$ cat src/rtl/dwl_pkg.sv
package dwl_pkg;

   typedef enum logic [1:0] {
      ST_IDLE = 2'd0,
      ST_HDR  = 2'd1,
      ST_DATA = 2'd2
   } dwl_state_e;

endpackage

$ cat src/rtl/dwl_fifo.sv
module dwl_fifo #(
   parameter int W     = 32,
   parameter int DEPTH = 64,
   localparam int AW   = $clog2(DEPTH),
   localparam int CW   = AW + 1
) (
   input  logic          clk,
   input  logic          rst_n,
   input  logic          push,
   input  logic [W-1:0]  din,
   input  logic          pop,
   output logic [W-1:0]  dout,
   output logic          full,
   output logic          empty,
   output logic [CW-1:0] count
);

   if (DEPTH < 2 || (1 << AW) != DEPTH) begin : g_bad_depth
      $error("dwl_fifo: DEPTH must be a power of two >= 2");
   end

   logic [W-1:0]  mem [DEPTH];
   logic [CW-1:0] wp, rp;

   assign count = wp - rp;
   assign full  = (count == CW'(DEPTH));
   assign empty = (count == '0);
   assign dout  = mem[rp[AW-1:0]];

   always_ff @(posedge clk) begin
      if (push) mem[wp[AW-1:0]] <= din;
   end

   always_ff @(posedge clk) begin
      if (!rst_n) begin
         wp <= '0;
         rp <= '0;
      end else begin
         if (push) wp <= wp + CW'(1);
         if (pop)  rp <= rp + CW'(1);
      end
   end

endmodule

$ cat src/rtl/dwl_burst_len.sv
module dwl_burst_len #(
   parameter int ADDR_W     = 32,
   parameter int SIZE_W     = 16,
   parameter int MAX_BURST  = 128,
   parameter int PAGE_BYTES = 4096,
   localparam int LEN_W     = $clog2(MAX_BURST) + 1
) (
   input  logic [ADDR_W-1:0] addr,
   input  logic [SIZE_W-1:0] remain,
   output logic [LEN_W-1:0]  len
);

   logic [31:0] offs, gap, cap, rem32;

   assign offs  = 32'(addr) & 32'(PAGE_BYTES - 1);
   assign gap   = 32'(PAGE_BYTES) - offs;
   assign rem32 = 32'(remain);

   if (MAX_BURST == PAGE_BYTES) begin : g_page_only
      assign cap = gap;
   end else begin : g_page_and_max
      assign cap = (gap < 32'(MAX_BURST)) ? gap : 32'(MAX_BURST);
   end

   assign len = LEN_W'((rem32 < cap) ? rem32 : cap);

endmodule

$ cat src/rtl/dma_wr_launcher.sv
module dma_wr_launcher #(
   parameter int ADDR_W     = 32,
   parameter int DATA_W     = 32,
   parameter int SIZE_W     = 16,
   parameter int CNT_W      = 16,
   parameter int FIFO_DEPTH = 64,
   parameter int MAX_BURST  = 128,
   parameter int PAGE_BYTES = 4096,
   localparam int BYTES     = DATA_W / 8,
   localparam int BSH       = $clog2(BYTES),
   localparam int LEN_W     = $clog2(MAX_BURST) + 1,
   localparam int FCW       = $clog2(FIFO_DEPTH) + 1
) (
   input  logic              clk,
   input  logic              rst_n,
   input  logic              in_valid,
   input  logic [DATA_W-1:0] in_data,
   input  logic              cfg_addr_we,
   input  logic [ADDR_W-1:0] cfg_addr_wdata,
   input  logic              cfg_size_we,
   input  logic [SIZE_W-1:0] cfg_size_wdata,
   input  logic              sts_clr,
   output logic [ADDR_W-1:0] cfg_addr,
   output logic [SIZE_W-1:0] cfg_size,
   output logic              xfer_done,
   output logic [CNT_W-1:0]  xfer_count,
   output logic              ovf_err,
   output logic              hdr_valid,
   input  logic              hdr_ready,
   output logic [ADDR_W-1:0] hdr_addr,
   output logic [LEN_W-1:0]  hdr_len,
   output logic              wr_valid,
   input  logic              wr_ready,
   output logic [DATA_W-1:0] wr_data,
   output logic              wr_last
);
   import dwl_pkg::*;

   if (DATA_W % 8 != 0 || (1 << BSH) != BYTES) begin : g_bad_data_w
      $error("dma_wr_launcher: DATA_W must be a power-of-two number of bytes");
   end
   if (MAX_BURST > PAGE_BYTES || MAX_BURST % BYTES != 0) begin : g_bad_burst
      $error("dma_wr_launcher: MAX_BURST must be word-sized and fit a page");
   end
   if (SIZE_W > 31 || (1 << $clog2(PAGE_BYTES)) != PAGE_BYTES) begin : g_bad_misc
      $error("dma_wr_launcher: SIZE_W too wide or PAGE_BYTES not a power of two");
   end

   localparam logic [ADDR_W-1:0] AMASK = ~ADDR_W'(BYTES - 1);
   localparam logic [SIZE_W-1:0] SMASK = ~SIZE_W'(BYTES - 1);

   dwl_state_e        state;
   logic [ADDR_W-1:0] addr_reg, cur_addr;
   logic [SIZE_W-1:0] size_reg, size_eff, remain;
   logic [LEN_W-1:0]  beats, len_q, blen;
   logic              f_push, f_pop, f_full, f_empty;
   logic [FCW-1:0]    f_count;
   logic [DATA_W-1:0] f_dout;
   logic [31:0]       fill_bytes;
   logic              trigger, last_burst, xfer_fin;

   // software-visible configuration
   always_ff @(posedge clk) begin
      if (!rst_n) begin
         addr_reg <= '0;
         size_reg <= '0;
      end else begin
         if (cfg_addr_we) addr_reg <= cfg_addr_wdata;
         if (cfg_size_we) size_reg <= cfg_size_wdata;
      end
   end
   assign cfg_addr = addr_reg;
   assign cfg_size = size_reg;
   assign size_eff = size_reg & SMASK;

   // receive buffer
   assign f_push = in_valid && !f_full;
   assign f_pop  = wr_valid && wr_ready;

   dwl_fifo #(.W(DATA_W), .DEPTH(FIFO_DEPTH)) u_fifo (
      .clk   (clk),
      .rst_n (rst_n),
      .push  (f_push),
      .din   (in_data),
      .pop   (f_pop),
      .dout  (f_dout),
      .full  (f_full),
      .empty (f_empty),
      .count (f_count)
   );

   // burst segmentation
   dwl_burst_len #(
      .ADDR_W(ADDR_W), .SIZE_W(SIZE_W),
      .MAX_BURST(MAX_BURST), .PAGE_BYTES(PAGE_BYTES)
   ) u_blen (
      .addr   (cur_addr),
      .remain (remain),
      .len    (blen)
   );

   assign fill_bytes = 32'(f_count) << BSH;
   assign trigger    = (state == ST_IDLE) && (size_eff != '0) &&
                       (fill_bytes >= 32'(size_eff));
   assign last_burst = (32'(remain) == 32'(len_q));
   assign xfer_fin   = (state == ST_DATA) && f_pop &&
                       (beats == LEN_W'(1)) && last_burst;

   always_ff @(posedge clk) begin
      if (!rst_n) begin
         state    <= ST_IDLE;
         cur_addr <= '0;
         remain   <= '0;
         beats    <= '0;
         len_q    <= '0;
      end else begin
         case (state)
            ST_IDLE: if (trigger) begin
               cur_addr <= addr_reg & AMASK;
               remain   <= size_eff;
               state    <= ST_HDR;
            end
            ST_HDR: if (hdr_ready) begin
               len_q <= blen;
               beats <= blen >> BSH;
               state <= ST_DATA;
            end
            ST_DATA: if (f_pop) begin
               beats <= beats - LEN_W'(1);
               if (beats == LEN_W'(1)) begin
                  cur_addr <= cur_addr + ADDR_W'(len_q);
                  remain   <= remain - SIZE_W'(len_q);
                  state    <= last_burst ? ST_IDLE : ST_HDR;
               end
            end
            default: state <= ST_IDLE;
         endcase
      end
   end

   // completion and error status
   always_ff @(posedge clk) begin
      if (!rst_n) begin
         xfer_done  <= 1'b0;
         xfer_count <= '0;
         ovf_err    <= 1'b0;
      end else begin
         if (xfer_fin)              xfer_done <= 1'b1;
         else if (sts_clr)          xfer_done <= 1'b0;
         if (xfer_fin)              xfer_count <= xfer_count + CNT_W'(1);
         if (in_valid && f_full)    ovf_err <= 1'b1;
         else if (sts_clr)          ovf_err <= 1'b0;
      end
   end

   assign hdr_valid = (state == ST_HDR);
   assign hdr_addr  = cur_addr;
   assign hdr_len   = blen;
   assign wr_valid  = (state == ST_DATA) && !f_empty;
   assign wr_data   = f_dout;
   assign wr_last   = (state == ST_DATA) && (beats == LEN_W'(1));

endmodule

$ cat config.mk
export PLATFORM = sky130hd
export DESIGN_NAME = dma_wr_launcher
export DESIGN_NICKNAME = d
export VERILOG_FILES = /design/src/rtl/dwl_pkg.sv /design/src/rtl/dwl_fifo.sv /design/src/rtl/dwl_burst_len.sv /design/src/rtl/dma_wr_launcher.sv
export SDC_FILE = /design/constraint.sdc
export NUM_CORES = 2
export LEC_CHECK = 0
export BUFFER_PORTS_ARGS = -buffer_cell sky130_fd_sc_hd__buf_2
export CORE_UTILIZATION = 45
export DETAILED_ROUTE_END_ITERATION = 7
export PLACE_DENSITY_LB_ADDON = 0.12
export SLEW_MARGIN = 30
export SYNTH_ARGS = -nofsm -noshare
export SYNTH_HDL_FRONTEND = slang
export SYNTH_SLANG_ARGS = --single-unit
$ cat constraint.sdc
create_clock -name clk -period 5.58 [get_ports clk]
set_clock_uncertainty 0.2 [all_clocks]
set_input_delay 0.558 -clock clk [delete_from_list [all_inputs] [get_ports clk]]
set_output_delay 0.558 -clock clk [all_outputs]
set_load 0.02 [all_outputs]
==> metrics.md <==
| Metric | Value |
|---|---|
| Fmax | 0.184 GHz |
| CP Class | flop to primary output |
| Power Dens Cells | 342 nW/µm² |
| Fill count | 14800 |
| Clock power frac | 42.5% |
| Run status | completed |
| Crit-path leading delay family | compound AO/OA/AOI/OAI gates |
| Register area share after synthesis | 74.5% |
| Iteration-0 DRC Markers | 4599 |
| Required time worst endpoint | 4.82 ns |
| Leakage Power | 31.4 nW |
| Share of layout cells above drive strength 1 | 32.2% |
| Worst path cell trace | or4_4 -> a211o_1 -> a211o_1 -> a221oi_4 -> buf_6 -> and2_4 -> inv_1 -> ha_4 -> nand3_2 -> a31oi_1 -> nor3_1 -> o21a_1 -> a21oi_4 -> buf_12 -> buf_6 -> mux2i_2 -> buf_4 |
| Number of I/O pins | 229 |
| # port buffers | 228 |
| Synth cell types | 82 |
| Sw Share | 21.7% |
| Pre-antenna DRT Iters | 5 |
| Htree depth | 4 |
| GRT overflow | 0 |
| CTS tree | built |
| Cell Count, Final, Fillers Out | 7255 |
| Period utilization | 97.3% |
| Starting Density | 45.4% |
| Avg Synthesized Cell Area | 21.3 µm² |
| Slew margin rel. | 34.4% |
| P_int | 26.9 mW |
| Async set-or-reset flop fraction in the synthesized netlist | 0% |
| Placed insts | 6771 |
| Post-route ant nets | 0 |
| Hold Slack | 0.0602 ns |
| Clock root cell | clkbuf_16 |
| Synthesized flop and latch total | 2200 |
| M1 GR Usage | 33.5% |
| GPL Wtd Cong | 0.838 |
| Post-layout min period | 5.43 ns |
| Hold Crit Class | input port to flop |
| Slew Viols, Final | 0 |
| Commonest non-fill, non-tap cell in the layout | edfxtp_1 |
| Worst Setup SP | hdr_addr[1]$_SDFFE_PN0P_ |
| Via Count | 43300 |
| Cells on worst reg2reg path | 17 |
| Vias per cell | 5.97 |
| Clock-pin slew on the worst setup and hold paths | 0.06 ns |
| Crit path buf inv count | 5 |
| Crit path DAT | 4.67 ns |
| Hold path start | in_data[16] |
| Die Width | 441 µm |
| DIE HEIGHT | 441 µm |
| Largest net degree at the start of global routing | 92 |
| Least-Margin Pin Slew | 0.982 ns |
| Placeable Area | 191000 µm² |
| Met2 usage | 37.8% |
| Post-Route Utilization | 52.7% |
| Global route hottest layer | met2 |
| Commonest cells after routing, fill and taps aside | edfxtp_1, mux4_2, clkbuf_16 |
| Combinational power share | 4.5% |
| Worst hold stages | 1 |
| Sequential share of power | 53.0% |
| Critical path launch point type | flop |
| CP endpoint kind | primary output |
| Max VDD drop | 0.272 mV |
| Mapped cell area | 86600 µm² |
| Switching power | 7.44 mW |
| Drt drc | 0 |
| Area Growth Syn to Fin | 16.0% |
| Clock sink total | 2200 |
| Final net count | 4685 |
| Total track usage | 23.5% |
| Reg2Reg Setup Slack | 0.90 ns |
| # rows | 160 |
| First-pass GRT wire length | 324000 µm |
| Max-cap violation count | 0 |
| Worst R2R Start | u_fifo.wp[0]$_SDFFE_PN0P_ |
| Routed wire length | 227000 µm |
| Vias in the first global route | 43700 |
| Final setup violating endpoints | 0 |
| DIE AREA | 194000 µm² |
| Clk_lat worst skew | 0.87 ns |
| Post-synth top flop | edfxtp_1 |
| YS warnings | 0 |
| Hold Fails Final Rpt | 0 |
| Post-synth EDFFs | 2048 |
| Synthesized instance count | 4066 |
| RSZ-0062 raised after global routing | true |
| CP Max Fanout | 7 |
| Met3 GRT Util | 4.38% |
| Clock Tree Buf Depth | 3 |
| Crit path max-delay cell type | or4_4 |
| Worst r2r dst | hdr_addr[21]$_SDFFE_PN0P_ |
| Hold endpoint | u_fifo.mem[51][16]$_DFFE_PP_ |
| Initial antenna violation count | 31 |
| Post-DP HPWL | 133000 µm |
| Routed wire per std cell | 31.3 µm |
| CTS buffer count | 222 |
| Crit-path max cell delay | 0.55 ns |
[routing by layer]
| layer | wire length [µm] | part of all wire, % | vias up |
|---|---|---|---|
| li1 | - | - | 18200 |
| met1 | 96800 | 43 | 23400 |
| met2 | 111000 | 49 | 1475 |
| met3 | 15200 | 6.7 | 277 |
| met4 | 4550 | 2.0 | 8 |
| met5 | 56 | 0.025 | - |
[cell usage after synthesis (17+ instances only)]
cell type     n  area share, %
or3_1        24           0.17
buf_1        64           0.28
inv_1        54           0.23
nand3_1      27           0.16
nor2_1      175           0.76
nor3_1       30           0.17
mux4_2      664             17
a211oi_1     17           0.15
mux2i_1      74           0.86
xnor2_1      19           0.19
dfxtp_1     152            3.5
nor4_1       20           0.14
o21ai_0      50           0.29
edfxtp_1   2048             71
ha_1         46           0.66
nand2_1      72           0.31
a31oi_1      18           0.13
clkbuf_1    147           0.64
a21oi_1      83           0.48
[power groups by stage]
| stage | sequential, mW | combinational [mW] | clock (mW) |
|---|---|---|---|
| detailed placement | 18.6 | 1.46 | 0 |
| CTS | 18.2 | 1.51 | 14.8 |
| finish | 18.2 | 1.53 | 14.6 |
| global placement | 18.6 | 1.45 | 0 |
| global route | 18.2 | 1.64 | 15.4 |
| floorplan | 18.6 | 0.706 | 0 |
[per-stage QoR]
| stage | TNS [ns] | total power, mW | setup slack, ns | instance area [µm²] |
|---|---|---|---|---|
| finish | 0 | 34.3 | 0.153 | 100000 |
| global route | -0.341 | 35.3 | -0.0750 | 100000 |
| CTS | 0 | 34.6 | 0.0298 | 100000 |
| detailed placement | 0 | 20.0 | 0.566 | 92600 |
| global placement | 0 | 20.0 | 0.603 | 92500 |
| floorplan | 0 | 19.3 | 0.920 | 86600 |
[final cells by class]
class / count / area [µm²] / area share (%)
flip-flops and latches: 2200 / 64600 / 64.3
multi-input cells: 1585 / 21600 / 21.5
clock buffers: 284 / 5830 / 5.80
repair buffers: 485 / 3840 / 3.82
well taps: 2511 / 3140 / 3.13
clock inverters: 129 / 1230 / 1.22
inverters: 54 / 204 / 0.203
diodes: 7 / 17.5 / 0.0174
[kinds of logic (layout without fill, tap and decap cells)]
logic type | Yosys count | after routing | synth area share [%]
multiplexers | 748 | 748 | 18.3
other | 1 | 11 | 0.00433
adder cells (fa/ha/maj) | 49 | 49 | 0.734
flip-flops | 2200 | 2200 | 74.5
AO/OA/AOI/OAI | 314 | 314 | 2.49
AND/OR/NAND/NOR | 442 | 442 | 2.47
XOR/XNOR | 28 | 28 | 0.283
buffers and inverters | 284 | 952 | 1.27
[registers in the layout, indices dropped and copies added, names as in the netlist, named ones only]
register    cells
u_fifo.mem   2048
cfg_addr       32
hdr_addr       32
cfg_size       16
remain         16
xfer_count     16
beats           8
len_q           8
u_fifo.rp       7
u_fifo.wp       7
state           2
ovf_err         1
xfer_done       1
[what timing repair did]
action                                 CTS  global route
gates resized for setup                  9            28
buffers inserted                         5             3
pin swaps                                2            10
setup endpoints to repair                8             8
endpoints found under the hold margin   84             0
hold buffers                            55             0
gates cloned                             0             0
[worst max-delay path by stage]
stage | to | cells past startpoint | slack (ns)
after CTS | hdr_len[5] | 16 | 0.03
after floorplan | hdr_len[0] | 15 | 0.92
after global placement | hdr_len[6] | 15 | 0.60
final | hdr_len[1] | 17 | 0.15
after detailed placement | hdr_len[3] | 17 | 0.57
after global routing | hdr_len[1] | 19 | -0.08
Note: power is estimated with default switching activity, not from simulation.
